`src/rtl/codec_bridge_pkg.sv`:
```
package codec_bridge_pkg;
  localparam int CB_IDX_W     = 2;
  localparam int CB_ADDR_W    = 7;
  localparam int CB_DATA_W    = 16;
  localparam int CB_RD_BIT    = 2;
  localparam int CB_BUSY_BIT  = 8;
  localparam int CB_ADDR_LSB  = 9;
  localparam int CB_DATA_LSB  = 16;
  localparam int CB_NRDY_LSB  = 10;
  localparam int CB_FRAME_BIT = 13;

  typedef enum logic [1:0] {XS_IDLE, XS_REQ, XS_WAIT} xfer_state_t;

  typedef struct packed {
    logic [CB_DATA_W-1:0] wdata;
    logic [CB_ADDR_W-1:0] addr;
    logic                 rd;
    logic [CB_IDX_W-1:0]  codec;
  } cb_cmd_t;
endpackage

```
`src/rtl/cb_txn_ctrl.sv`:
```
module cb_txn_ctrl
  import codec_bridge_pkg::*;
#(
  parameter int TIMEOUT_FRAMES = 4
) (
  input  logic                 clk,
  input  logic                 rst,
  input  logic                 accept,
  input  cb_cmd_t              cmd,
  input  logic                 frame_tick,
  input  logic                 link_ack,
  input  logic                 rsp_valid,
  input  logic [CB_IDX_W-1:0]  rsp_codec,
  input  logic [CB_ADDR_W-1:0] rsp_addr,
  output logic                 idle,
  output logic                 rsp_hit,
  output logic                 timeout,
  output logic                 link_req,
  output logic [CB_IDX_W-1:0]  link_codec,
  output logic                 link_rd,
  output logic [CB_ADDR_W-1:0] link_addr,
  output logic [CB_DATA_W-1:0] link_wdata
);
  localparam int CNT_W = $clog2(TIMEOUT_FRAMES + 1);
  localparam logic [CNT_W-1:0] CNT_LAST = CNT_W'(TIMEOUT_FRAMES - 1);

  xfer_state_t      state_q;
  logic [CNT_W-1:0] cnt_q;
  logic             req_q;
  cb_cmd_t          cmd_q;
  logic             expire;

  assign expire  = frame_tick && (cnt_q == CNT_LAST);
  assign rsp_hit = (state_q == XS_WAIT) && rsp_valid &&
                   (rsp_codec == cmd_q.codec) && (rsp_addr == cmd_q.addr);
  assign timeout = expire && (((state_q == XS_REQ) && !link_ack) ||
                              ((state_q == XS_WAIT) && !rsp_hit));
  assign idle    = (state_q == XS_IDLE);

  always_ff @(posedge clk) begin
    if (rst) begin
      state_q <= XS_IDLE;
      cnt_q   <= '0;
      req_q   <= 1'b0;
      cmd_q   <= '0;
    end else begin
      case (state_q)
        XS_IDLE: if (accept) begin
          state_q <= XS_REQ;
          req_q   <= 1'b1;
          cmd_q   <= cmd;
          cnt_q   <= '0;
        end
        XS_REQ: if (link_ack) begin
          req_q   <= 1'b0;
          cnt_q   <= '0;
          state_q <= cmd_q.rd ? XS_WAIT : XS_IDLE;
        end else if (expire) begin
          req_q   <= 1'b0;
          state_q <= XS_IDLE;
        end else if (frame_tick) begin
          cnt_q <= cnt_q + CNT_W'(1);
        end
        XS_WAIT: if (rsp_hit || expire) begin
          state_q <= XS_IDLE;
        end else if (frame_tick) begin
          cnt_q <= cnt_q + CNT_W'(1);
        end
        default: state_q <= XS_IDLE;
      endcase
    end
  end

  assign link_req   = req_q;
  assign link_codec = cmd_q.codec;
  assign link_rd    = cmd_q.rd;
  assign link_addr  = cmd_q.addr;
  assign link_wdata = cmd_q.wdata;
endmodule

```
`src/rtl/cb_result_reg.sv`:
```
module cb_result_reg
  import codec_bridge_pkg::*;
(
  input  logic                 clk,
  input  logic                 rst,
  input  logic                 clr_valid,
  input  logic                 load,
  input  logic [CB_ADDR_W-1:0] addr,
  input  logic [CB_DATA_W-1:0] data,
  output logic [31:0]          result
);
  always_ff @(posedge clk) begin
    if (rst) begin
      result <= '0;
    end else if (load) begin
      result <= '0;
      result[CB_DATA_LSB +: CB_DATA_W] <= data;
      result[CB_ADDR_LSB +: CB_ADDR_W] <= addr;
      result[CB_BUSY_BIT]              <= 1'b1;
    end else if (clr_valid) begin
      result[CB_BUSY_BIT] <= 1'b0;
    end
  end
endmodule

```
`src/rtl/cb_status_reg.sv`:
```
module cb_status_reg
  import codec_bridge_pkg::*;
#(
  parameter int NUM_CODECS = 3
) (
  input  logic                clk,
  input  logic                rst,
  input  logic                nrdy_set,
  input  logic [CB_IDX_W-1:0] nrdy_codec,
  input  logic                frame_tick,
  input  logic                clr_wr,
  input  logic [31:0]         clr_mask,
  output logic [31:0]         status
);
  logic [NUM_CODECS-1:0] nrdy_q;
  logic                  frame_q;

  for (genvar i = 0; i < NUM_CODECS; i++) begin : g_nrdy
    always_ff @(posedge clk) begin
      if (rst)
        nrdy_q[i] <= 1'b0;
      else if (nrdy_set && (nrdy_codec == CB_IDX_W'(i)))
        nrdy_q[i] <= 1'b1;
      else if (clr_wr && clr_mask[CB_NRDY_LSB + i])
        nrdy_q[i] <= 1'b0;
    end
  end

  always_ff @(posedge clk) begin
    if (rst)
      frame_q <= 1'b0;
    else if (frame_tick)
      frame_q <= 1'b1;
    else if (clr_wr && clr_mask[CB_FRAME_BIT])
      frame_q <= 1'b0;
  end

  always_comb begin
    status = '0;
    status[CB_NRDY_LSB +: NUM_CODECS] = nrdy_q;
    status[CB_FRAME_BIT]              = frame_q;
  end
endmodule

```
`src/rtl/codec_reg_bridge.sv`:
```
module codec_reg_bridge
  import codec_bridge_pkg::*;
#(
  parameter int NUM_CODECS     = 3,
  parameter int TIMEOUT_FRAMES = 4
) (
  input  logic        clk,
  input  logic        rst,
  input  logic        cmd_wr,
  input  logic [31:0] cmd_wdata,
  output logic [31:0] cmd_rdata,
  output logic [31:0] result_rdata,
  input  logic        stat_clr_wr,
  input  logic [31:0] stat_clr_mask,
  output logic [31:0] stat_rdata,
  input  logic        frame_tick,
  output logic        link_req,
  output logic [1:0]  link_codec,
  output logic        link_rd,
  output logic [6:0]  link_addr,
  output logic [15:0] link_wdata,
  input  logic        link_ack,
  input  logic        link_rsp_valid,
  input  logic [1:0]  link_rsp_codec,
  input  logic [6:0]  link_rsp_addr,
  input  logic [15:0] link_rsp_data
);
  cb_cmd_t     new_cmd;
  logic        legal, idle, accept, rsp_hit, timeout;
  logic [31:0] cmd_hold;

  assign new_cmd.codec = cmd_wdata[CB_IDX_W-1:0];
  assign new_cmd.rd    = cmd_wdata[CB_RD_BIT];
  assign new_cmd.addr  = cmd_wdata[CB_ADDR_LSB +: CB_ADDR_W];
  assign new_cmd.wdata = cmd_wdata[CB_DATA_LSB +: CB_DATA_W];

  assign legal  = (32'(new_cmd.codec) < NUM_CODECS) && !new_cmd.addr[0];
  assign accept = cmd_wr && idle && legal;

  always_ff @(posedge clk) begin
    if (rst)
      cmd_hold <= '0;
    else if (accept)
      cmd_hold <= cmd_wdata & ~(32'd1 << CB_BUSY_BIT);
  end

  cb_txn_ctrl #(.TIMEOUT_FRAMES(TIMEOUT_FRAMES)) u_ctrl (
    .clk, .rst, .accept, .cmd(new_cmd), .frame_tick, .link_ack,
    .rsp_valid(link_rsp_valid), .rsp_codec(link_rsp_codec), .rsp_addr(link_rsp_addr),
    .idle, .rsp_hit, .timeout, .link_req, .link_codec, .link_rd, .link_addr, .link_wdata
  );

  cb_result_reg u_result (
    .clk, .rst, .clr_valid(accept && new_cmd.rd), .load(rsp_hit),
    .addr(link_rsp_addr), .data(link_rsp_data), .result(result_rdata)
  );

  cb_status_reg #(.NUM_CODECS(NUM_CODECS)) u_status (
    .clk, .rst, .nrdy_set(timeout), .nrdy_codec(link_codec), .frame_tick,
    .clr_wr(stat_clr_wr), .clr_mask(stat_clr_mask), .status(stat_rdata)
  );

  always_comb begin
    cmd_rdata              = cmd_hold;
    cmd_rdata[CB_BUSY_BIT] = link_req;
  end
endmodule

```
`config.mk`:
```
export PLATFORM = sky130hd
export DESIGN_NAME = codec_reg_bridge
export DESIGN_NICKNAME = d
export VERILOG_FILES = /design/src/rtl/codec_bridge_pkg.sv /design/src/rtl/cb_txn_ctrl.sv /design/src/rtl/cb_result_reg.sv /design/src/rtl/cb_status_reg.sv /design/src/rtl/codec_reg_bridge.sv
export SDC_FILE = /design/constraint.sdc
export NUM_CORES = 1
export LEC_CHECK = 0
export BUFFER_PORTS_ARGS = -buffer_cell sky130_fd_sc_hd__buf_2
export CELL_PAD_IN_SITES_DETAIL_PLACEMENT = 0
export CELL_PAD_IN_SITES_GLOBAL_PLACEMENT = 1
export CORE_UTILIZATION = 28
export CTS_CLUSTER_SIZE = 24
export DETAILED_ROUTE_END_ITERATION = 10
export GPL_TIMING_DRIVEN = 0
export PLACE_DENSITY_LB_ADDON = 0.2
export SYNTH_ARGS = -nofsm -noshare
export SYNTH_HDL_FRONTEND = slang
export SYNTH_SLANG_ARGS = --single-unit
```
`constraint.sdc`:
```
create_clock -name clk -period 1.94 [get_ports clk]
set_clock_uncertainty 0.1 [all_clocks]
set_input_delay 0.291 -clock clk [delete_from_list [all_inputs] [get_ports clk]]
set_output_delay 0.291 -clock clk [all_outputs]
set_load 0.02 [all_outputs]
```
==> impl_table.tex, run 1 <==
\begin{tabular}{lr}
\hline
Metric & Value \\
\hline
\multicolumn{2}{l}{\textbf{Floorplan}} \\
\quad Count of boundary I/O pins & approximately 220 \\
\quad Die Ht & approximately 120 um \\
\quad Total core area & around 0.013 mm\^{}2 \\
\quad Die outline width & 119 um \\
\quad Total Die Area & 0.0142 mm\^{}2 \\
\quad Number of rows created at floorplan & 42 \\
\quad Initial cell density of the core & 0.288 \\
\multicolumn{2}{l}{\textbf{Yosys}} \\
\quad YS warnings & 0 \\
\quad Number of distinct standard cells referenced by the synthesized netlist & 40 \\
\quad Gate count of the mapped netlist & roughly 450 \\
\quad Syn Area/Cell & $\sim$8.5 um\^{}2 \\
\quad Top post-synthesis cells by count & nand2\_1, dfxtp\_1, a21oi\_1, buf\_4, a21oi\_2 \\
\quad Netlist area before placement & between 0.003 and 0.004 mm\^{}2 \\
\quad Number of synthesized register bits & a little over 90 \\
\quad Synth top area cells & dfxtp\_1, nand2\_1, a21oi\_1 \\
\quad Fraction of registers with async set or reset after synthesis & 0 \\
\quad EDFF count, synth & 0 \\
\quad Main synth FF type & dfxtp\_1 \\
\quad Cell with the most instances after synthesis & nand2\_1 \\
\quad Share of synthesized area occupied by flip-flops and latches & 0.473 \\
\quad Cell type with the largest total area after synthesis & dfxtp\_1 \\
\quad Area fraction of the dominant cell type after synthesis & 0.473 \\
\multicolumn{2}{l}{\textbf{Power and ir drop}} \\
\quad Combinational cell fraction of total power & 0.222 \\
\quad Clock share of power & 0.344 \\
\quad Leakage Power & 2.47 nW \\
\quad IR drop worst, VDD & $\sim$0.46 mV \\
\quad Sequential fraction of design power & 0.434 \\
\quad Pwr dens & 893 mW/mm\^{}2 \\
\quad Internal Dissipation & approximately 3.3 mW \\
\quad Net switching power & around 1.4 mW \\
\quad Net switching fraction of the power & 0.301 \\
\multicolumn{2}{l}{\textbf{Setup path}} \\
\quad Capturing point of the worst reg2reg path & u\_ctrl.cnt\_q[0] \\
\quad List of cells traversed by the critical path & xor2\_1 > nor4\_4 > a31oi\_1 > o2111a\_1 > a22o\_1 \\
\quad Critical path origin & u\_ctrl.link\_codec[1] \\
\quad Kind of launch point of the worst setup path & register \\
\quad Worst reg-to-reg setup slack & around 70 ps \\
\quad Crit path capture type & register \\
\quad End point of the critical path & u\_ctrl.cnt\_q[0] \\
\quad Number of gates on the worst path with buffers counted & 5 \\
\quad R2r worst-path depth & 5 \\
\quad Critical path class & reg2reg \\
\quad Max stage delay cell, worst path & nor4\_4 \\
\quad Required arrival time at the worst endpoint & about 2100 ps \\
\quad Critical path fanouts, max & 6 \\
\quad Number of buffer and inverter stages on the critical path & 0 \\
\quad Kind of cell with the highest combined delay on the critical path & compound AO/OA/AOI/OAI gates \\
\quad Delay of the slowest cell on the worst path & between 300 and 400 ps \\
\quad Startpoint of the most critical register-to-register path & u\_ctrl.link\_codec[1] \\
\quad Data arrival time of the critical path & 2000 ps \\
\multicolumn{2}{l}{\textbf{Timing}} \\
\quad Max-slew headroom & 0.507 \\
\quad Time the worst path needs with I/O delays and setup & roughly 1900 ps \\
\quad Highest Clock Rate & roughly 530 MHz \\
\quad Transition at the pin with the smallest max-transition slack & roughly 740 ps \\
\quad Final TNS setup & 0 ps \\
\quad Portion of the clock cycle consumed by the worst path in the final layout & 0.964 \\
\quad Number of hold violations in the final report & 0 \\
\quad Final Max Tran Viols & 0 \\
\quad RSZ-0062 raised after global routing & yes \\
\quad Setup violation total in the final timing report & 0 \\
\multicolumn{2}{l}{\textbf{GRT}} \\
\quad Global-route wire length before repair & between 15000 and 20000 um \\
\quad Fraction of met2 tracks used by global routing & 0.259 \\
\quad Pin count of the biggest net entering global routing & 14 \\
\quad Vias in the first global route & roughly 3400 \\
\quad Antenna violations before repair & 0 \\
\quad Total congestion overflow & 0 \\
\quad Global router's overall resource usage & 0.162 \\
\quad Met3 GRT Util & 0.0532 \\
\quad Most crowded layer after global routing & met2 \\
\quad Met1 track utilization from global routing & 0.203 \\
\multicolumn{2}{l}{\textbf{Placed design}} \\
\quad Routability-driven placement congestion ratio & between 0.7 and 0.8 \\
\quad HPWL after detailed placement & $\sim$8500 um \\
\quad Buffers on Ports & around 150 \\
\multicolumn{2}{l}{\textbf{Layout}} \\
\quad Antenna cell count & 0 \\
\quad Synth-to-Final Area Change & 38.6\% \\
\quad Sequential cell area in the final layout & roughly 0.0018 mm\^{}2 \\
\quad Final nets & around 750 \\
\quad Count of filler cells inserted in the layout & approximately 1400 \\
\quad Layout Utilization & 0.399 \\
\quad Layout cell share with drive strength beyond 1 & 0.419 \\
\quad Multi-input gate area & between 0.0015 and 0.002 mm\^{}2 \\
\multicolumn{2}{l}{\textbf{Job}} \\
\quad Max-cap check violation count & 0 \\
\multicolumn{2}{l}{\textbf{Clocking}} \\
\quad CTS tree & done \\
\quad Clock latency of the later-clocked register in the worst-skew pair & 340 ps \\
\quad Maximum level of the CTS H-tree & 3 \\
\quad Number of buffers inserted during clock tree synthesis & 9 \\
\quad CTS root buffer & clkbuf\_16 \\
\quad Number of clock sinks seen by CTS & 91 \\
\quad CTS clock-pin slew for the worst setup and hold paths & around 60 ps \\
\quad Maximum clock path buffer count & 2 \\
\multicolumn{2}{l}{\textbf{Hold path}} \\
\quad HP Class & in2reg \\
\quad Number of cells on the worst hold path & 3 \\
\multicolumn{2}{l}{\textbf{Routing}} \\
\quad Wire length per cell & approximately 14 um \\
\quad Iteration-0 DRC count of the detailed router & $\sim$160 \\
\quad Drt pass-1 iters & 4 \\
\quad Remaining routing DRC violations & 0 \\
\quad Post-route antenna net violation count & 0 \\
\quad Count of vias placed by the detailed router & $\sim$3500 \\
\quad Final routed wirelength across all metal layers & roughly 11000 um \\
\quad Routed via count divided by cell count & approximately 4.2 \\
\multicolumn{2}{l}{\textbf{Outcome}} \\
\quad Status & complete, no violations \\
\hline
\end{tabular}
==> per-stage QoR <==
step                      total power [mW]  hold WS (ps)  area [um^2]  instances  setup slack, ps
after floorplan                       2.74           308         3980        486             90.7
after global placement                3.07           335         4960        814             -373
after detailed placement              3.08           344         4960        814             -478
after CTS                             4.79          75.2         5290        829             29.4
after global routing                  5.02          79.7         5330        830            -27.5
final                                 4.76          92.1         5330        830             70.8
==> state kept, by name, summed over array words and instances (netlist names) <==
register and cells:
cmd_hold 31, u_ctrl.cnt_q 3, u_ctrl.link_addr 7, u_ctrl.link_codec 2, u_ctrl.link_rd 1, u_ctrl.link_req 1
u_ctrl.link_wdata 16, u_ctrl.state_q 2, u_result.result 24, u_status.frame_q 1, u_status.status 3
==> cell type report <==
| class | instances | share of cell area |
|---|---|---|
| Buffer | 62 | 0.0828 |
| Sequential cell | 91 | 0.343 |
| Tap cell | 176 | 0.0413 |
| Inverter | 6 | 0.00516 |
| Clock buffer | 14 | 0.0495 |
| Clock inverter | 2 | 0.00188 |
| Timing Repair Buffer | 153 | 0.144 |
| Multi-Input combinational cell | 326 | 0.332 |
==> worst reg2reg max path: stages (launching register included) <==
cell	delay (ps)
dfxtp_2	360
xor2_1	200
nor4_4	380
a31oi_1	190
o2111a_1	320
a22o_1	210
==> cell usage in the layout (no fill, tap or decap), types with 3 or more instances in the layout <==
master,instances
a21oi_2,19
and3_1,3
nand3_1,4
nand2_1,124
dfxtp_1,87
buf_4,41
xor2_1,9
a21oi_1,63
inv_1,3
clkbuf_2,4
ha_1,5
nor2_1,9
nand2_2,20
conb_1,36
clkbuf_16,9
and2_1,3
clkbuf_1,14
buf_2,154
dfxtp_2,3
nor2b_1,3
==> per-layer routing <==
| metal | part of all wire | routed length [um] |
|---|---|---|
| met4 | 0.014 | 163 |
| met5 | 0 | 0 |
| met1 | 0.44 | 5000 |
| met2 | 0.46 | 5230 |
| met3 | 0.079 | 889 |
==> timing repair <==
item                       CTS  global route
gates resized for setup     18            16
setup buffers                0             1
setup endpoints to repair   81            70
hold endpoints to repair     0             0
pin swaps                    1             6
hold buffers                 0             0
==> cells by family after synthesis <==
| kind of cell | share of synthesized area |
|---|---|
| flops | 0.473 |
| other cells | 0.000975 |
| buf+inv | 0.116 |
| fa+ha+maj | 0.0228 |
| simple gates | 0.202 |
| mux | 0.00520 |
| xor+xnor | 0.0205 |
| compound gates | 0.159 |
==> power groups by stage <==
stage | sequential (mW) | clock [mW] | combinational [mW]
after CTS | 2.06 | 1.70 | 1.04
final | 2.06 | 1.64 | 1.06
after global routing | 2.08 | 1.78 | 1.15
after global placement | 2.09 | 0 | 0.971
after detailed placement | 2.10 | 0 | 0.984
after floorplan | 2.21 | 0 | 0.534
==> how the worst min path moves through the flow <==
stage                          end                 from
2_1_floorplan     u_status.frame_q           frame_tick
3_3_place_gp   u_result.result[11]  u_result.result[11]
3_5_place_dp   u_result.result[11]  u_result.result[11]
4_1_cts                cmd_hold[3]         cmd_wdata[3]
5_1_grt        u_result.result[26]    link_rsp_data[10]
6_report               cmd_hold[5]         cmd_wdata[5]
Power figures use the tool's default switching activity.
==> run 2, diff against run 1 <==
--- a/config.mk
+++ b/config.mk
@@ -12,7 +12,7 @@
 export CTS_CLUSTER_SIZE = 24
 export DETAILED_ROUTE_END_ITERATION = 10
 export GPL_TIMING_DRIVEN = 0
-export PLACE_DENSITY_LB_ADDON = 0.2
+export PLACE_DENSITY = 0.77
 export SYNTH_ARGS = -nofsm -noshare
 export SYNTH_HDL_FRONTEND = slang
 export SYNTH_SLANG_ARGS = --single-unit
==> impl_table.tex, run 2 (synthesis gave the netlist of run 1 again) <==
\begin{tabular}{lr}
\hline
Metric & Value \\
\hline
\multicolumn{2}{l}{\textbf{Outcome}} \\
\quad Status & complete, no violations (unchanged) \\
\multicolumn{2}{l}{\textbf{Layout}} \\
\quad Synth-to-Final Area Change & 40.3\% (was 38.6\%) \\
\quad Antenna cell count & 0 (unchanged) \\
\quad Count of filler cells inserted in the layout & 1373 (was 1415) \\
\quad Leading cell type in the layout, fill and taps excluded & buf\_2 (unchanged) \\
\quad Max reg flops & 31 (unchanged) \\
\quad Most used cells in the layout excluding fill and tap cells & buf\_2, nand2\_1, dfxtp\_1, a21oi\_1, buf\_4 (unchanged) \\
\quad Final nets & 754 (was 752) \\
\quad Layout cell share with drive strength beyond 1 & 0.433 (was 0.419) \\
\quad Layout Utilization & 0.404 (was 0.399) \\
\quad Register containing the most flip-flops in the final layout & cmd\_hold (unchanged) \\
\quad Final cell area excluding filler cells & 0.00540 mm\^{}2 (was 0.00533 mm\^{}2) \\
\multicolumn{2}{l}{\textbf{Floorplan}} \\
\quad Total Die Area & 0.0142 mm\^{}2 (unchanged) \\
\quad Count of boundary I/O pins & 219 (unchanged) \\
\quad Total core area & 0.0133 mm\^{}2 (unchanged) \\
\quad Initial cell density of the core & 0.288 (unchanged) \\
\quad Number of rows created at floorplan & 42 (unchanged) \\
\quad Die outline width & 119 um (unchanged) \\
\quad Die Ht & 119 um (unchanged) \\
\multicolumn{2}{l}{\textbf{Clocking}} \\
\quad CTS root buffer & clkbuf\_16 (unchanged) \\
\quad CTS clock-pin slew for the worst setup and hold paths & 70 ps (was 60 ps) \\
\quad Number of buffers inserted during clock tree synthesis & 9 (unchanged) \\
\quad Maximum level of the CTS H-tree & 3 (unchanged) \\
\quad Number of clock sinks seen by CTS & 91 (unchanged) \\
\quad CTS tree & done (unchanged) \\
\quad Maximum clock path buffer count & 2 (unchanged) \\
\quad Number of hold-repair buffers added at the cts stage & 0 (unchanged) \\
\quad Clock latency of the later-clocked register in the worst-skew pair & 340 ps (about the same) \\
\multicolumn{2}{l}{\textbf{Routing}} \\
\quad Routed via count divided by cell count & 4.34 (was 4.22) \\
\quad Wire length per cell & 13.5 um (was 13.6 um) \\
\quad Iteration-0 DRC count of the detailed router & 147 (was 164) \\
\quad Drt pass-1 iters & 5 (was 4) \\
\quad Remaining routing DRC violations & 0 (unchanged) \\
\quad Final routed wirelength across all metal layers & 11200 um (was 11300 um) \\
\quad Count of vias placed by the detailed router & 3615 (was 3499) \\
\quad Post-route antenna net violation count & 0 (unchanged) \\
\multicolumn{2}{l}{\textbf{Power and ir drop}} \\
\quad Tot Pwr & 4.92 mW (was 4.76 mW) \\
\quad IR drop worst, VDD & 0.398 mV (was 0.461 mV) \\
\quad Pwr dens & 911 mW/mm\^{}2 (was 893 mW/mm\^{}2) \\
\quad Leakage Power & 2.49 nW (was 2.47 nW) \\
\multicolumn{2}{l}{\textbf{Hold path}} \\
\quad Critical hold path startpoint & link\_rsp\_data[1] (was cmd\_wdata[5]) \\
\quad Number of cells on the worst hold path & 3 (unchanged) \\
\quad HP Class & in2reg (unchanged) \\
\quad Hold path endpoint & u\_result.result[17] (was cmd\_hold[5]) \\
\multicolumn{2}{l}{\textbf{GRT}} \\
\quad Pin count of the biggest net entering global routing & 17 (was 14) \\
\quad Global router's overall resource usage & 0.159 (was 0.162) \\
\quad Global-route wire length before repair & 17300 um (was 17600 um) \\
\quad Antenna violations before repair & 1 (was 0) \\
\quad Vias in the first global route & 3387 (was 3357) \\
\quad Total congestion overflow & 0 (unchanged) \\
\multicolumn{2}{l}{\textbf{Setup path}} \\
\quad Startpoint of the most critical register-to-register path & u\_ctrl.state\_q[1] (was u\_ctrl.link\_codec[1]) \\
\quad Capturing point of the worst reg2reg path & u\_ctrl.cnt\_q[1] (was u\_ctrl.cnt\_q[0]) \\
\quad Crit path capture type & register (unchanged) \\
\quad Critical path fanouts, max & 4 (was 6) \\
\quad Critical path class & reg2reg (unchanged) \\
\quad Kind of launch point of the worst setup path & register (unchanged) \\
\quad Data arrival time of the critical path & 2020 ps (was 2000 ps) \\
\quad R2r worst-path depth & 7 (was 5) \\
\quad Required arrival time at the worst endpoint & 2070 ps (about the same) \\
\quad Worst reg-to-reg setup slack & 50 ps (was 70 ps) \\
\multicolumn{2}{l}{\textbf{Timing}} \\
\quad Setup violation total in the final timing report & 0 (unchanged) \\
\quad Portion of the clock cycle consumed by the worst path in the final layout & 0.972 (was 0.964) \\
\quad Final TNS setup & 0 ps (unchanged) \\
\quad Number of hold violations in the final report & 0 (unchanged) \\
\quad RSZ-0062 raised after global routing & yes (unchanged) \\
\quad Highest Clock Rate & 530 MHz (was 535 MHz) \\
\quad Transition at the pin with the smallest max-transition slack & 714 ps (was 739 ps) \\
\quad Time the worst path needs with I/O delays and setup & 1890 ps (was 1870 ps) \\
\quad Final Max Tran Viols & 0 (unchanged) \\
\quad Max-slew headroom & 0.524 (was 0.507) \\
\multicolumn{2}{l}{\textbf{Placed design}} \\
\quad Routability-driven placement congestion ratio & 0.820 (was 0.779) \\
\quad Buffers on Ports & 152 (unchanged) \\
\quad HPWL after detailed placement & 8610 um (was 8540 um) \\
\quad Placed inst area & 0.00496 mm\^{}2 (unchanged) \\
\multicolumn{2}{l}{\textbf{Job}} \\
\quad Max-cap check violation count & 0 (unchanged) \\
\hline
\end{tabular}
## run 2: cell types whose count changed in the layout (fill, tap and decap cells not counted), sizes merged
cell,previous run,this run
clkbuf,30,25
bufinv,0,1
buf,199,201
inv,5,7
clkinv,3,4
clkinvlp,0,1
## run 2: layout make-up
class | count | area [um^2] | area share
multi-input cells | 326 | 1790 | 0.331
repair buffers | 155 | 783 | 0.145
clock inverters | 7 | 76.3 | 0.0141
well taps | 176 | 220 | 0.0408
clock buffers | 9 | 225 | 0.0417
flip-flops and latches | 91 | 1830 | 0.339
plain buffers | 62 | 448 | 0.0830
inverters | 6 | 27.5 | 0.00510
## run 2: per-stage QoR
stage               cells  hold slack, ps  setup WS (ps)
floorplan             486             308           90.7
global placement      814             341           -323
detailed placement    814             345           -328
global route          832            78.3          -6.87
CTS                   829            70.0           7.92
finish                832            88.4           54.2
## run 2: power by group
part	switching, mW	internal, mW
Clock	0.769	1.01
Combinational	0.652	0.418
Sequential	0.0853	1.98
Total	1.51	3.41
## run 2: per-layer routing
| layer | track usage | vias to the layer above | part of all wire |
|---|---|---|---|
| li1 | - | 1812 | - |
| met1 | 0.201 | 1655 | 0.44 |
| met2 | 0.252 | 131 | 0.47 |
| met3 | 0.0455 | 17 | 0.072 |
| met4 | 0.0649 | 0 | 0.020 |
| met5 | 0 | - | 0 |
## run 2: worst max-delay path, stage by stage, from the launching register on
cell,delay (ps)
dfxtp_4,370
inv_4,70
ha_4,160
nand2_2,70
or3_4,440
a21oi_4,160
o221ai_2,120
a32o_1,280
## run 2: repair_timing
action | 4_1_cts | 5_1_grt
endpoints found under the setup margin | 81 | 65
hold endpoints to repair | 0 | 0
gates resized for setup | 19 | 24
setup buffers | 0 | 3
pin swaps | 0 | 6
## run 2: worst max path at each step
stage	start	to	slack [ps]
floorplan	u_ctrl.state_q[0]	u_ctrl.cnt_q[2]	90
global placement	u_ctrl.state_q[0]	u_result.result[8]	-320
detailed placement	u_ctrl.state_q[1]	u_result.result[8]	-330
CTS	u_ctrl.link_codec[1]	u_ctrl.cnt_q[0]	8
global route	u_ctrl.state_q[1]	u_ctrl.link_addr[4]	-7
finish	u_ctrl.state_q[1]	u_ctrl.cnt_q[1]	50
==> run 3, diff against run 2 <==
--- a/config.mk
+++ b/config.mk
@@ -9,6 +9,7 @@
 export CELL_PAD_IN_SITES_DETAIL_PLACEMENT = 0
 export CELL_PAD_IN_SITES_GLOBAL_PLACEMENT = 1
 export CORE_UTILIZATION = 28
+export CTS_BUF_LIST = sky130_fd_sc_hd__clkbuf_8
 export CTS_CLUSTER_SIZE = 24
 export DETAILED_ROUTE_END_ITERATION = 10
 export GPL_TIMING_DRIVEN = 0
==> impl_table.tex, run 3 (synthesis gave the netlist of run 1 again) <==
\begin{tabular}{lr}
\hline
Metric & Value \\
\hline
\multicolumn{2}{l}{\textbf{Outcome}} \\
\quad Status & complete, no violations (unchanged) \\
\multicolumn{2}{l}{\textbf{GRT}} \\
\quad Global router's overall resource usage & 0.158 (was 0.159) \\
\quad Antenna violations before repair & 1 (unchanged) \\
\quad Pin count of the biggest net entering global routing & 17 (unchanged) \\
\quad Vias in the first global route & 3380 (was 3387) \\
\quad Total congestion overflow & 0 (unchanged) \\
\quad Global-route wire length before repair & 17200 um (was 17300 um) \\
\multicolumn{2}{l}{\textbf{Setup path}} \\
\quad Data arrival time of the critical path & 2040 ps (was 2020 ps) \\
\quad Startpoint of the most critical register-to-register path & u\_ctrl.state\_q[0] (was u\_ctrl.state\_q[1]) \\
\quad Required arrival time at the worst endpoint & 2100 ps (was 2070 ps) \\
\quad R2r worst-path depth & 7 (unchanged) \\
\quad Crit path capture type & register (unchanged) \\
\quad Worst reg-to-reg setup slack & 60 ps (was 50 ps) \\
\quad Critical path class & reg2reg (unchanged) \\
\quad Kind of launch point of the worst setup path & register (unchanged) \\
\quad Capturing point of the worst reg2reg path & u\_ctrl.cnt\_q[2] (was u\_ctrl.cnt\_q[1]) \\
\quad Critical path fanouts, max & 4 (unchanged) \\
\multicolumn{2}{l}{\textbf{Floorplan}} \\
\quad Die outline width & 119 um (unchanged) \\
\quad Number of rows created at floorplan & 42 (unchanged) \\
\quad Count of boundary I/O pins & 219 (unchanged) \\
\quad Initial cell density of the core & 0.288 (unchanged) \\
\quad Total core area & 0.0133 mm\^{}2 (unchanged) \\
\quad Die Ht & 119 um (unchanged) \\
\quad Total Die Area & 0.0142 mm\^{}2 (unchanged) \\
\multicolumn{2}{l}{\textbf{Layout}} \\
\quad Most used cells in the layout excluding fill and tap cells & buf\_2, nand2\_1, dfxtp\_1, a21oi\_1, buf\_4 (unchanged) \\
\quad Max reg flops & 31 (unchanged) \\
\quad Multi-input gate area & 0.00177 mm\^{}2 (was 0.00179 mm\^{}2) \\
\quad Count of filler cells inserted in the layout & 1394 (was 1373) \\
\quad Sequential cell area in the final layout & 0.00183 mm\^{}2 (unchanged) \\
\quad Layout Utilization & 0.396 (was 0.404) \\
\quad Layout cell share with drive strength beyond 1 & 0.432 (was 0.433) \\
\quad Final cell area excluding filler cells & 0.00528 mm\^{}2 (was 0.00540 mm\^{}2) \\
\quad Synth-to-Final Area Change & 37.3\% (was 40.3\%) \\
\quad Final nets & 753 (was 754) \\
\quad Leading cell type in the layout, fill and taps excluded & buf\_2 (unchanged) \\
\quad Register containing the most flip-flops in the final layout & cmd\_hold (unchanged) \\
\multicolumn{2}{l}{\textbf{Clocking}} \\
\quad CTS root buffer & clkbuf\_8 (was clkbuf\_16) \\
\quad Number of hold-repair buffers added at the cts stage & 0 (unchanged) \\
\quad Number of buffers inserted during clock tree synthesis & 9 (unchanged) \\
\quad Maximum clock path buffer count & 2 (unchanged) \\
\quad CTS tree & done (unchanged) \\
\quad Number of clock sinks seen by CTS & 91 (unchanged) \\
\quad CTS clock-pin slew for the worst setup and hold paths & 100 ps (was 70 ps) \\
\quad Maximum level of the CTS H-tree & 3 (unchanged) \\
\quad Clock latency of the later-clocked register in the worst-skew pair & 370 ps (was 340 ps) \\
\multicolumn{2}{l}{\textbf{Routing}} \\
\quad Iteration-0 DRC count of the detailed router & 141 (was 147) \\
\quad Routed via count divided by cell count & 4.31 (was 4.34) \\
\quad Wire length per cell & 13.4 um (was 13.5 um) \\
\quad Final routed wirelength across all metal layers & 11100 um (was 11200 um) \\
\quad Drt pass-1 iters & 4 (was 5) \\
\quad Post-route antenna net violation count & 0 (unchanged) \\
\quad Count of vias placed by the detailed router & 3583 (was 3615) \\
\quad Remaining routing DRC violations & 0 (unchanged) \\
\multicolumn{2}{l}{\textbf{Timing}} \\
\quad Max-slew headroom & 0.515 (was 0.524) \\
\quad Transition at the pin with the smallest max-transition slack & 727 ps (was 714 ps) \\
\quad Portion of the clock cycle consumed by the worst path in the final layout & 0.968 (was 0.972) \\
\quad Final Max Tran Viols & 0 (unchanged) \\
\quad Highest Clock Rate & 532 MHz (was 530 MHz) \\
\quad Setup violation total in the final timing report & 0 (unchanged) \\
\quad Final-layout worst hold slack & 50.1 ps (was 88.4 ps) \\
\quad Final TNS setup & 0 ps (unchanged) \\
\quad Number of hold violations in the final report & 0 (unchanged) \\
\quad Time the worst path needs with I/O delays and setup & 1880 ps (was 1890 ps) \\
\multicolumn{2}{l}{\textbf{Placed design}} \\
\quad Placed inst area & 0.00496 mm\^{}2 (unchanged) \\
\quad Buffers on Ports & 152 (unchanged) \\
\quad Routability-driven placement congestion ratio & 0.820 (unchanged) \\
\quad HPWL after detailed placement & 8610 um (unchanged) \\
\multicolumn{2}{l}{\textbf{Power and ir drop}} \\
\quad Tot Pwr & 4.45 mW (was 4.92 mW) \\
\quad Pwr dens & 842 mW/mm\^{}2 (was 911 mW/mm\^{}2) \\
\quad Leakage Power & 2.44 nW (was 2.49 nW) \\
\quad IR drop worst, VDD & 0.343 mV (was 0.398 mV) \\
\multicolumn{2}{l}{\textbf{Hold path}} \\
\quad Hold path endpoint & cmd\_hold[3] (was u\_result.result[17]) \\
\quad HP Class & in2reg (unchanged) \\
\quad Critical hold path startpoint & cmd\_wdata[3] (was link\_rsp\_data[1]) \\
\quad Number of cells on the worst hold path & 3 (unchanged) \\
\multicolumn{2}{l}{\textbf{Job}} \\
\quad Max-cap check violation count & 0 (unchanged) \\
\hline
\end{tabular}
[run 3: changes by cell type in the layout (fill, tap and decap cells not counted), moves of 2 or more]
cell       change
clkbuf_16      -9
buf_2          -2
clkbuf_8       +9
clkbuf_2       +2
[run 3: per-layer routing]
layer,share of wire,global-route usage,wire [um],vias up
li1,-,-,-,1809
met1,0.45,0.200,4960,1635
met2,0.46,0.251,5170,124
met3,0.072,0.0469,805,15
met4,0.019,0.0649,212,0
met5,0,0,0,-
[run 3: how the worst max path moves through the flow]
| stage | from | end | slack (ps) | depth (start not counted) |
|---|---|---|---|---|
| 2_1_floorplan | u_ctrl.state_q[0] | u_ctrl.cnt_q[2] | 90 | 8 |
| 3_3_place_gp | u_ctrl.state_q[0] | u_result.result[8] | -320 | 8 |
| 3_5_place_dp | u_ctrl.state_q[1] | u_result.result[8] | -330 | 8 |
| 4_1_cts | u_ctrl.link_codec[1] | u_ctrl.state_q[0] | 2 | 5 |
| 5_1_grt | u_ctrl.state_q[1] | u_ctrl.cnt_q[0] | -2 | 7 |
| 6_report | u_ctrl.state_q[0] | u_ctrl.cnt_q[2] | 60 | 7 |
[run 3: repair_timing]
item | in CTS | in global routing
resized for setup | 19 | 25
setup buffers | 0 | 2
pin swaps | 0 | 5
setup endpoints to repair | 81 | 66
[run 3: per-stage QoR]
step | worst slack [ps] | instances
2_1_floorplan | 90.7 | 486
3_3_place_gp | -323 | 814
3_5_place_dp | -328 | 814
4_1_cts | 2.23 | 829
5_1_grt | -2.11 | 831
6_report | 61.4 | 832
[run 3: area by class of cell]
| cell class | instances | share of cell area |
|---|---|---|
| Buffer | 62 | 0.0862 |
| Clock inverter | 7 | 0.0144 |
| Inverter | 6 | 0.00474 |
| Timing Repair Buffer | 154 | 0.147 |
| Sequential cell | 91 | 0.346 |
| Antenna cell | 1 | 0.000474 |
| Clock buffer | 9 | 0.0234 |
| Multi-Input combinational cell | 326 | 0.336 |
| Tap cell | 176 | 0.0417 |
[run 3: where the power goes]
part	internal (mW)	leakage, nW	total, mW	switching, mW
Combinational	0.408	1.60	1.05	0.639
Sequential	1.99	0.741	2.07	0.0843
Clock	0.607	0.102	1.33	0.722
[run 3: worst max-delay path: stages, from the launching register on]
cell,delay (ps)
dfxtp_4,370
inv_4,70
ha_4,160
nand2_2,70
or3_4,440
a21oi_4,160
o221ai_2,120
a32o_1,270
